File: config.mk
export PLATFORM = sky130hd
export DESIGN_NAME = txq_desc_walker
export DESIGN_NICKNAME = d
export VERILOG_FILES = /design/src/rtl/txqw_pkg.sv /design/src/rtl/txqw_head_reg.sv /design/src/rtl/txqw_fetch.sv /design/src/rtl/txq_desc_walker.sv
export SDC_FILE = /design/constraint.sdc
export NUM_CORES = 1
export LEC_CHECK = 0
export BUFFER_PORTS_ARGS = -buffer_cell sky130_fd_sc_hd__clkbuf_2
export CAP_MARGIN = 25
export CORE_MARGIN = 4
export CORE_UTILIZATION = 45
export DETAILED_ROUTE_END_ITERATION = 8
export PLACE_DENSITY = 0.74
export SLEW_MARGIN = 20
export SYNTH_ARGS = -nofsm -noshare
export SYNTH_HDL_FRONTEND = slang
export SYNTH_SLANG_ARGS = --single-unit
File: constraint.sdc
create_clock -name clk -period 5.1 [get_ports clk]
set_input_delay 0.51 -clock clk [delete_from_list [all_inputs] [get_ports clk]]
set_output_delay 0.51 -clock clk [all_outputs]
set_load 0.01 [all_outputs]
File: src/rtl/txqw_pkg.sv
package txqw_pkg;
   typedef enum logic [2:0] {
      W_IDLE   = 3'd0,
      W_RELINK = 3'd1,
      W_FETCH  = 3'd2,
      W_ISSUE  = 3'd3,
      W_STOP   = 3'd4
   } walk_st_t;

   typedef enum logic [1:0] {
      ST_IDLE  = 2'd0,
      ST_FETCH = 2'd1,
      ST_ISSUE = 2'd2,
      ST_STOP  = 2'd3
   } walk_status_t;

   function automatic walk_status_t status_of(walk_st_t s);
      case (s)
         W_RELINK, W_FETCH: return ST_FETCH;
         W_ISSUE:           return ST_ISSUE;
         W_STOP:            return ST_STOP;
         default:           return ST_IDLE;
      endcase
   endfunction
endpackage

File: src/rtl/txqw_head_reg.sv
module txqw_head_reg #(
   parameter int ADDR_W = 32
) (
   input  logic              clk,
   input  logic              rst_n,
   input  logic              clr,
   input  logic              upd,
   input  logic [ADDR_W-1:0] upd_addr,
   input  logic              sw_we,
   input  logic [ADDR_W-1:0] sw_wdata,
   output logic [ADDR_W-1:0] hp,
   output logic              err
);
   logic hp_zero;
   logic sw_ok;
   logic sw_drop;

   assign hp_zero = (hp == '0);
   assign sw_ok   = sw_we && hp_zero && !upd && !clr;
   assign sw_drop = sw_we && !sw_ok && !clr;

   always_ff @(posedge clk) begin
      if (!rst_n) begin
         hp  <= '0;
         err <= 1'b0;
      end else begin
         if (clr)        hp <= '0;
         else if (upd)   hp <= upd_addr;
         else if (sw_ok) hp <= sw_wdata;
         if (sw_drop)    err <= 1'b1;
      end
   end

   // a write while nonzero is dropped and flagged
   p_drop_keeps_head_r8: assert property (@(posedge clk) disable iff (!rst_n)
      (sw_we && !hp_zero && !clr && !upd) |=> (hp == $past(hp)) && err);
   p_err_sticky_r8: assert property (@(posedge clk) disable iff (!rst_n)
      err |=> err);
   // shutdown zeroes the pointer
   p_clr_zero_r10: assert property (@(posedge clk) disable iff (!rst_n)
      clr |=> hp == '0);
endmodule

File: src/rtl/txqw_fetch.sv
module txqw_fetch #(
   parameter int ADDR_W  = 32,
   parameter int DATA_W  = 32,
   parameter int EOL_BIT = 0
) (
   input  logic              clk,
   input  logic              rst_n,
   input  logic              abort,
   input  logic              go,
   input  logic              go_link_only,
   input  logic [ADDR_W-1:0] go_addr,
   output logic              mem_req,
   output logic [ADDR_W-1:0] mem_addr,
   input  logic              mem_ack,
   input  logic [DATA_W-1:0] mem_rdata,
   output logic              done,
   output logic [ADDR_W-1:0] link,
   output logic              eol
);
   localparam int WORD_BYTES = DATA_W / 8;

   logic              busy_q;
   logic              idx_q;
   logic              one_q;
   logic [ADDR_W-1:0] base_q;
   logic [ADDR_W-1:0] link_w;
   logic              last_word;

   if (ADDR_W == DATA_W) begin : g_link_full
      assign link_w = mem_rdata;
   end else begin : g_link_trunc
      assign link_w = mem_rdata[ADDR_W-1:0];
   end

   assign mem_req   = busy_q;
   assign mem_addr  = base_q + (idx_q ? ADDR_W'(WORD_BYTES) : '0);
   assign last_word = idx_q || one_q;

   always_ff @(posedge clk) begin
      if (!rst_n) begin
         busy_q <= 1'b0;
         idx_q  <= 1'b0;
         one_q  <= 1'b0;
         base_q <= '0;
         done   <= 1'b0;
         link   <= '0;
         eol    <= 1'b0;
      end else if (abort) begin
         busy_q <= 1'b0;
         idx_q  <= 1'b0;
         done   <= 1'b0;
      end else begin
         done <= 1'b0;
         if (go) begin
            busy_q <= 1'b1;
            idx_q  <= 1'b0;
            one_q  <= go_link_only;
            base_q <= go_addr;
         end else if (busy_q && mem_ack) begin
            if (!idx_q) link <= link_w;
            else        eol  <= mem_rdata[EOL_BIT];
            if (last_word) begin
               busy_q <= 1'b0;
               done   <= 1'b1;
            end else begin
               idx_q <= 1'b1;
            end
         end
      end
   end

   // request and address held until acknowledged
   p_req_hold_r3: assert property (@(posedge clk) disable iff (!rst_n)
      (mem_req && !mem_ack && !abort) |=> mem_req && $stable(mem_addr));
   // abort cancels the request
   p_abort_drop_r10: assert property (@(posedge clk) disable iff (!rst_n)
      abort |=> !mem_req && !done);
endmodule

File: src/rtl/txq_desc_walker.sv
module txq_desc_walker
   import txqw_pkg::*;
#(
   parameter int ADDR_W  = 32,
   parameter int DATA_W  = 32,
   parameter int EOL_BIT = 0
) (
   input  logic              clk,
   input  logic              rst_n,
   input  logic              q_stop,
   input  logic              head_we,
   input  logic [ADDR_W-1:0] head_wdata,
   input  logic              kick,
   output logic              mem_req,
   output logic [ADDR_W-1:0] mem_addr,
   input  logic              mem_ack,
   input  logic [DATA_W-1:0] mem_rdata,
   output logic              tx_valid,
   output logic [ADDR_W-1:0] tx_addr,
   input  logic              tx_ready,
   output logic [ADDR_W-1:0] head_ptr,
   output logic              running,
   output logic [1:0]        status,
   output logic              drop_err
);
   if (DATA_W != 32) begin : g_bad_data
      $error("txq_desc_walker: descriptor words must be 32 bits");
   end
   if (ADDR_W < 4 || ADDR_W > DATA_W) begin : g_bad_addr
      $error("txq_desc_walker: ADDR_W must be in 4..DATA_W");
   end
   if (EOL_BIT < 0 || EOL_BIT >= DATA_W) begin : g_bad_eol
      $error("txq_desc_walker: EOL_BIT out of range");
   end

   walk_st_t          st_q, st_d;
   logic [ADDR_W-1:0] cur_q, cur_d;
   logic              run_q, run_d;
   logic              go, go_one;
   logic [ADDR_W-1:0] go_addr;
   logic              hp_upd;
   logic              f_done, f_eol;
   logic [ADDR_W-1:0] f_link;

   txqw_head_reg #(.ADDR_W(ADDR_W)) u_head (
      .clk      (clk),
      .rst_n    (rst_n),
      .clr      (q_stop),
      .upd      (hp_upd),
      .upd_addr (cur_q),
      .sw_we    (head_we),
      .sw_wdata (head_wdata),
      .hp       (head_ptr),
      .err      (drop_err)
   );

   txqw_fetch #(.ADDR_W(ADDR_W), .DATA_W(DATA_W), .EOL_BIT(EOL_BIT)) u_fetch (
      .clk          (clk),
      .rst_n        (rst_n),
      .abort        (q_stop),
      .go           (go),
      .go_link_only (go_one),
      .go_addr      (go_addr),
      .mem_req      (mem_req),
      .mem_addr     (mem_addr),
      .mem_ack      (mem_ack),
      .mem_rdata    (mem_rdata),
      .done         (f_done),
      .link         (f_link),
      .eol          (f_eol)
   );

   always_comb begin
      st_d    = st_q;
      cur_d   = cur_q;
      run_d   = run_q;
      go      = 1'b0;
      go_one  = 1'b0;
      go_addr = cur_q;
      hp_upd  = 1'b0;
      case (st_q)
         W_IDLE: begin
            if (kick && !run_q && head_ptr != '0) begin
               go      = 1'b1;
               go_addr = head_ptr;
               cur_d   = head_ptr;
               run_d   = 1'b1;
               st_d    = W_FETCH;
            end
         end
         W_STOP: begin
            if (kick) begin
               go      = 1'b1;
               go_one  = 1'b1;
               go_addr = head_ptr;
               st_d    = W_RELINK;
            end
         end
         W_RELINK: begin
            if (f_done) begin
               if (f_link == '0) begin
                  st_d = W_STOP;
               end else begin
                  go      = 1'b1;
                  go_addr = f_link;
                  cur_d   = f_link;
                  st_d    = W_FETCH;
               end
            end
         end
         W_FETCH: begin
            if (f_done) st_d = W_ISSUE;
         end
         W_ISSUE: begin
            if (tx_ready) begin
               hp_upd = 1'b1;
               if (f_link == '0 || f_eol) begin
                  st_d = W_STOP;
               end else begin
                  go      = 1'b1;
                  go_addr = f_link;
                  cur_d   = f_link;
                  st_d    = W_FETCH;
               end
            end
         end
         default: st_d = W_IDLE;
      endcase
      if (q_stop) begin
         st_d   = W_IDLE;
         run_d  = 1'b0;
         go     = 1'b0;
         hp_upd = 1'b0;
      end
   end

   always_ff @(posedge clk) begin
      if (!rst_n) begin
         st_q  <= W_IDLE;
         cur_q <= '0;
         run_q <= 1'b0;
      end else begin
         st_q  <= st_d;
         cur_q <= cur_d;
         run_q <= run_d;
      end
   end

   assign tx_valid = (st_q == W_ISSUE);
   assign tx_addr  = cur_q;
   assign running  = run_q;
   assign status   = status_of(st_q);

   // offer held until accepted
   p_offer_hold_r4: assert property (@(posedge clk) disable iff (!rst_n)
      (tx_valid && !tx_ready && !q_stop) |=> tx_valid && $stable(tx_addr));
   // running only falls on stop
   p_run_sticky_r9: assert property (@(posedge clk) disable iff (!rst_n)
      (running && !q_stop) |=> running);
   // stop leaves everything idle
   p_stop_clear_r10: assert property (@(posedge clk) disable iff (!rst_n)
      q_stop |=> !running && !tx_valid && status == 2'd0);
   // zero re-read link returns to stopped without an offer
   p_relink_zero_r7: assert property (@(posedge clk) disable iff (!rst_n)
      (st_q == W_RELINK && f_done && f_link == '0 && !q_stop)
         |=> status == 2'd3 && !tx_valid && $stable(head_ptr));
   // accepting a terminal descriptor parks on it
   p_park_r5: assert property (@(posedge clk) disable iff (!rst_n)
      (tx_valid && tx_ready && !q_stop && (f_link == '0 || f_eol))
         |=> status == 2'd3 && head_ptr == $past(tx_addr));
endmodule

== Word level (Yosys, flattened, before mapping) ==
Index checks and enable logic that the tools add are counted.

* Memory bits (writable): 0
* Flip-flop bits (word level): 138
* Word-level logic and storage cells: 97
* Memories: 0
* Bits in read-only memories: 0
* Output and inout port bits: 102
* Bits of input ports: 71
* Bits in latches: 0

* Shift operators: 0
* Div/mod/pow operators: 0
* Order comparisons: 0
* Multiply operators: 0
* Bitwise operators: 6
* Multiplexer cells: 36
* $add $sub $neg: 1
* Reductions and logical operators: 33
* Equal/unequal tests: 9

{| class="wikitable"
|+ Operators with widths
! kind !! number
|-
| $mux 32 || 8
|-
| $pmux 32 s4 || 1
|-
| $pmux 32 s3 || 1
|-
| $logic_not 32->1 || 2
|-
| $add 32x32->32 || 1
|-
| $reduce_bool 32->1 || 1
|-
| $mux 3 || 8
|-
| $mux 1 || 15
|-
| $pmux 3 s5 || 1
|-
| $logic_and 1x1->1 || 8
|-
| $reduce_and 2->1 || 4
|-
| $reduce_and 4->1 || 2
|-
| $eq 3x2->1 const B || 2
|-
| $ne 2x1->1 const B || 3
|-
| $not 1->1 || 6
|-
| $pmux 2 s3 || 1
|-
| $reduce_bool 2->1 || 3
|-
| $reduce_and 5->1 || 1
|-
| $logic_not 1->1 || 4
|-
| $ne 2x2->1 const B || 2
|-
| $pmux 1 s4 || 1
|-
| $reduce_or 2->1 || 2
|-
| $reduce_or 4->1 || 1
|-
| $eq 3x1->1 const B || 1
|-
| 5 further kinds || 6
|}

== Longest topological paths before layout ==
* Depth after elaboration: 9
* Gate-level depth with buffers: 9
* Gate-level depth less buffers: 8

== Cells and area by module ==
From an unflattened synthesis, not the netlist that was laid out.

* Cells, all modules: 928
* Area, all modules: 7763.7 µm²

{| class="wikitable"
|+ Modules (own cells, without submodules)
! module !! cells an instance !! area an instance (µm²) !! times used !! seq. area each (µm²)
|-
| txqw_fetch || 387 || 3213.1 || 1 || 1381.3
|-
| txq_desc_walker || 316 || 2518.7 || 1 || 720.7
|-
| txqw_head_reg || 225 || 2031.9 || 1 || 660.6
|}

== Least setup slack after synthesis ==
Ideal clock, no wire load.

* Path kind: register to output
* From: register u_fetch.idx_q
* To: output mem_addr[28]
* Path buffers: 0
* Setup slack: 2726 ps
* Arrival: 1864 ps
* Cell stages (with the launch flop): 9
* Data required time: 4590 ps
* Cells stage by stage: dfxtp_1 -> ha_1 -> ha_1 -> nand2_1 -> nor4_1 -> nand2_1 -> nor3_1 -> nand2_1 -> xnor2_1

* Word-level cells in the longest chain between the ends: 2

{| class="wikitable"
|+ Ends and longest elaborated chain
! what !! RTL line !! text
|-
| start: declaration || txqw_fetch.sv:23 || <nowiki>logic idx_q;</nowiki>
|-
| start signal: assignment || txqw_fetch.sv:42 || <nowiki>idx_q <= 1'b0;</nowiki>
|-
| start signal: assignment || txqw_fetch.sv:50 || <nowiki>idx_q <= 1'b0;</nowiki>
|-
| start signal: assignment || txqw_fetch.sv:56 || <nowiki>idx_q <= 1'b0;</nowiki>
|-
| $mux 3 || txqw_fetch.sv:36 || <nowiki>assign mem_addr = base_q + (idx_q ? ADDR_W'(WORD_BYTES) : '0);</nowiki>
|-
| $add 32x32->32 || txqw_fetch.sv:36 ||
|-
| end: declaration || txq_desc_walker.sv:15 || <nowiki>output logic [ADDR_W-1:0] mem_addr,</nowiki>
|}

Every way passes these cells.

== Worst setup path after layout ==
Ends and elaborated chain as after synthesis.

==> flow_summary.toml <==
[layout]
final_area_sq_um = 8320
final_common_cell = "clkbuf_2"
layout-drive-gt1-share = 0.245
nNetsFinal = 978
antenna_cells = 0
layout_common_cells = "172 x clkbuf_2, 138 x dfxtp_1, 71 x nor2_1, 71 x mux2i_1, 45 x a22oi_1"
syn_to_final_growth_pct = 21.8
nFillCells = 1345

[place]
hpwl_mm = 15.7
dp_slack_ns = 1.86
dpl_cell_area_sq_um = 7670
gp_congestion = 0.884
port_buffers = 172

[sta]
period_needed_ns = 3.38
finalSetupViolCount = 0
hold_ws_ns = 0.350
rsz0062_at_grt = "false"
drv_slew = 0
timing.final.crit_share = 0.662
worstMarginPinSlew_ns = 0.923
clock.fmax_mhz = 296
relSlewSlack = 0.385
setup_tns_ns = 0
hold_viol_final = 0
skew_ns = 0.00764
layout_setup_ws_ns = 1.72

[setup_path]
cp.required_ns = 4.59
cpPeakStageDelay_ns = 0.54
cpMostUsedCell = "nand2_1"
r2r_slack_ns = 1.78
path_max_fanout = 6
worstPathArrival_ns = 2.87
path_cells = "ha_1 -> ha_1 -> nand2_1 -> nor4_1 -> nand2_1 -> nor3_1 -> nand2_1 -> xnor2_1 -> clkbuf_2"
slowest_stage = "nor4_1"
worstSetupStartpointType = "register"
end_kind = "output pin"
critPathKind = "register to output pin"

[global_route]
grt_overflow = 0
grt_pass1_vias = 6297
grt_usage = 0.251
grt_pass1_wl_mm = 35.2
antenna_found_initial = 0
grt_max_degree = 100

[detailed_routing]
drt_iter0_drc = 585
drt_pre_antenna_iters = 8
wire_per_inst_microns = 19.9
route.vias.total = 6607
routed_wirelength_mm = 21.9
vias_per_cell = 6.00
drc = 0
ant_nets = 0

[clock_network]
htree_levels = 4
clkTransAtPathRegs_ns = 0.06
cts_resized = 0
cts_buffers = 17
cts.sink_count = 138
cts_tree = "done"
cts_setup_buffers = 0
worstSkewPairLatency_ns = 0.42
postCtsHoldBufs = 0
clockRootBuffer = "clkbuf_16"
cts_buffer_depth = 2

[run]
maxCapViolations = 0

[floorplan]
core_sq_um = 14700
io_pins = 173
dieArea_sq_um = 17200
start_util = 0.465
die_w_microns = 131
die_h_microns = 131
num_rows = 44

[synthesis]
synth_flop_cell = "dfxtp_1"
yosys_warnings = 0
yosysUniqueCellTypes = 51
synth_area_per_cell_sq_um = 8.91
synth_compound_area_frac = 0.245
synthCells = 767
synth_mux_area_frac = 0.104
synth-seq-area-share = 0.404
ys_async_sr_fraction = 0
synth_top_family_by_area = "compound AO/OA/AOI/OAI gates"
synth_xor_xnor_area_share = 0.0385
synthAdderAreaFrac = 0.00366
synth_simple_gate_area_frac = 0.155
synth_edf_count = 0
synth_area_sq_um = 6830
synth_nets = 840
ys_ff_latch = 138

[power_and_ir_drop]
powerDensity_nw_per_um2 = 455
p_leak_nw = 3.32
irDropWorstVdd_mv = 0.308

[worst_hold_path]
min_path_type = "primary input to register"

[outcome]
status = "complete, no violations"
[critical path, delay by kind of cell (launching register included)]
kind	cells	cell delay, ns
buffers and inverters	1	0.15
XOR/XNOR	1	0.14
adder cells (fa/ha/maj)	2	0.45
flip-flops	1	0.51
AND/OR/NAND/NOR	5	1.20
[state kept, by name, indices dropped and copies added (netlist names)]
register         cells
u_fetch.one_q        1
u_head.err           1
running              1
u_fetch.eol          1
st_q                 3
u_fetch.link        32
u_fetch.idx_q        1
u_fetch.done         1
u_fetch.mem_req      1
tx_addr             32
u_fetch.base_q      32
u_head.hp           32
[worst paths after layout]
path	start	end	depth (start not counted)
min reg2reg	u_head.err	u_head.err	1
max	u_fetch.idx_q	mem_addr[28]	9
min	mem_rdata[26]	u_fetch.link[26]	3
max reg2reg	st_q[0]	u_fetch.link[13]	7
[stage by stage]
| stage | power [mW] | util | std cells |
|---|---|---|---|
| CTS | 3.76 | 0.566 | 1102 |
| detailed placement | 2.44 | 0.522 | 1070 |
| floorplan | 2.09 | - | 767 |
| global route | 3.95 | 0.566 | 1102 |
| finish | 3.78 | 0.566 | 1102 |
| global placement | 2.41 | 0.521 | 1070 |
[synth_stat cells (2+ instances only)]
cell type | instances | share of area
inv_1 | 4 | 0.0022
a21oi_1 | 40 | 0.029
nor2_1 | 71 | 0.039
o21ai_0 | 24 | 0.018
nor4_1 | 18 | 0.016
buf_4 | 7 | 0.0077
o22ai_1 | 2 | 0.0018
ha_1 | 2 | 0.0037
nand2b_1 | 4 | 0.0037
a22oi_1 | 45 | 0.049
a21boi_0 | 12 | 0.013
a211oi_1 | 32 | 0.035
a21boi_1 | 7 | 0.0077
nand4_1 | 10 | 0.0092
a21oi_2 | 2 | 0.0026
xor2_1 | 8 | 0.010
and2_1 | 2 | 0.0018
nor2_2 | 3 | 0.0027
and3_1 | 2 | 0.0018
nand2_1 | 44 | 0.024
o21ai_1 | 15 | 0.011
xnor2_1 | 22 | 0.028
a31oi_1 | 35 | 0.032
buf_6 | 5 | 0.0082
a32oi_1 | 4 | 0.0051
nor2b_1 | 35 | 0.032
buf_2 | 23 | 0.017
and4_1 | 3 | 0.0038
clkbuf_1 | 26 | 0.014
dfxtp_1 | 138 | 0.40
o21a_1 | 7 | 0.0077
nor3_1 | 5 | 0.0037
o221ai_1 | 10 | 0.013
mux2i_1 | 71 | 0.10
nand3_1 | 12 | 0.0088
nor3b_1 | 2 | 0.0022
[routing by layer]
layer / global-route usage / wire length, microns / up-vias
met1: 0.346 / 9760 / 3117
li1: - / - / 3129
met4: 0.0694 / 519 / 0
met2: 0.390 / 9700 / 321
met3: 0.0688 / 1940 / 40
met5: 0 / 0 / -
[layout make-up]
type | count | area, sq um | area share
Clock buffer | 17 | 425 | 0.0512
Clock inverter | 15 | 223 | 0.0268
Inverter | 4 | 15.0 | 0.00181
Multi-Input combinational cell | 564 | 3740 | 0.450
Sequential cell | 138 | 2760 | 0.332
Tap cell | 184 | 230 | 0.0277
Timing Repair Buffer | 180 | 921 | 0.111
[power by group]
part	total [mW]	switching, mW	leakage (nW)	internal (mW)
logic	1.04	0.684	1.89	0.361
clock network	1.35	0.479	0.309	0.867
registers	1.39	0.174	1.12	1.22
total	3.78	1.34	3.32	2.44
[cell families after synthesis]
| family | count (synthesis) |
|---|---|
| AO/OA/AOI/OAI | 246 |
| XOR/XNOR | 30 |
| adder cells (fa/ha/maj) | 2 |
| buffers and inverters | 65 |
| flip-flops | 138 |
| multiplexers | 71 |
| AND/OR/NAND/NOR | 215 |
(Power assumes the default switching activity.)
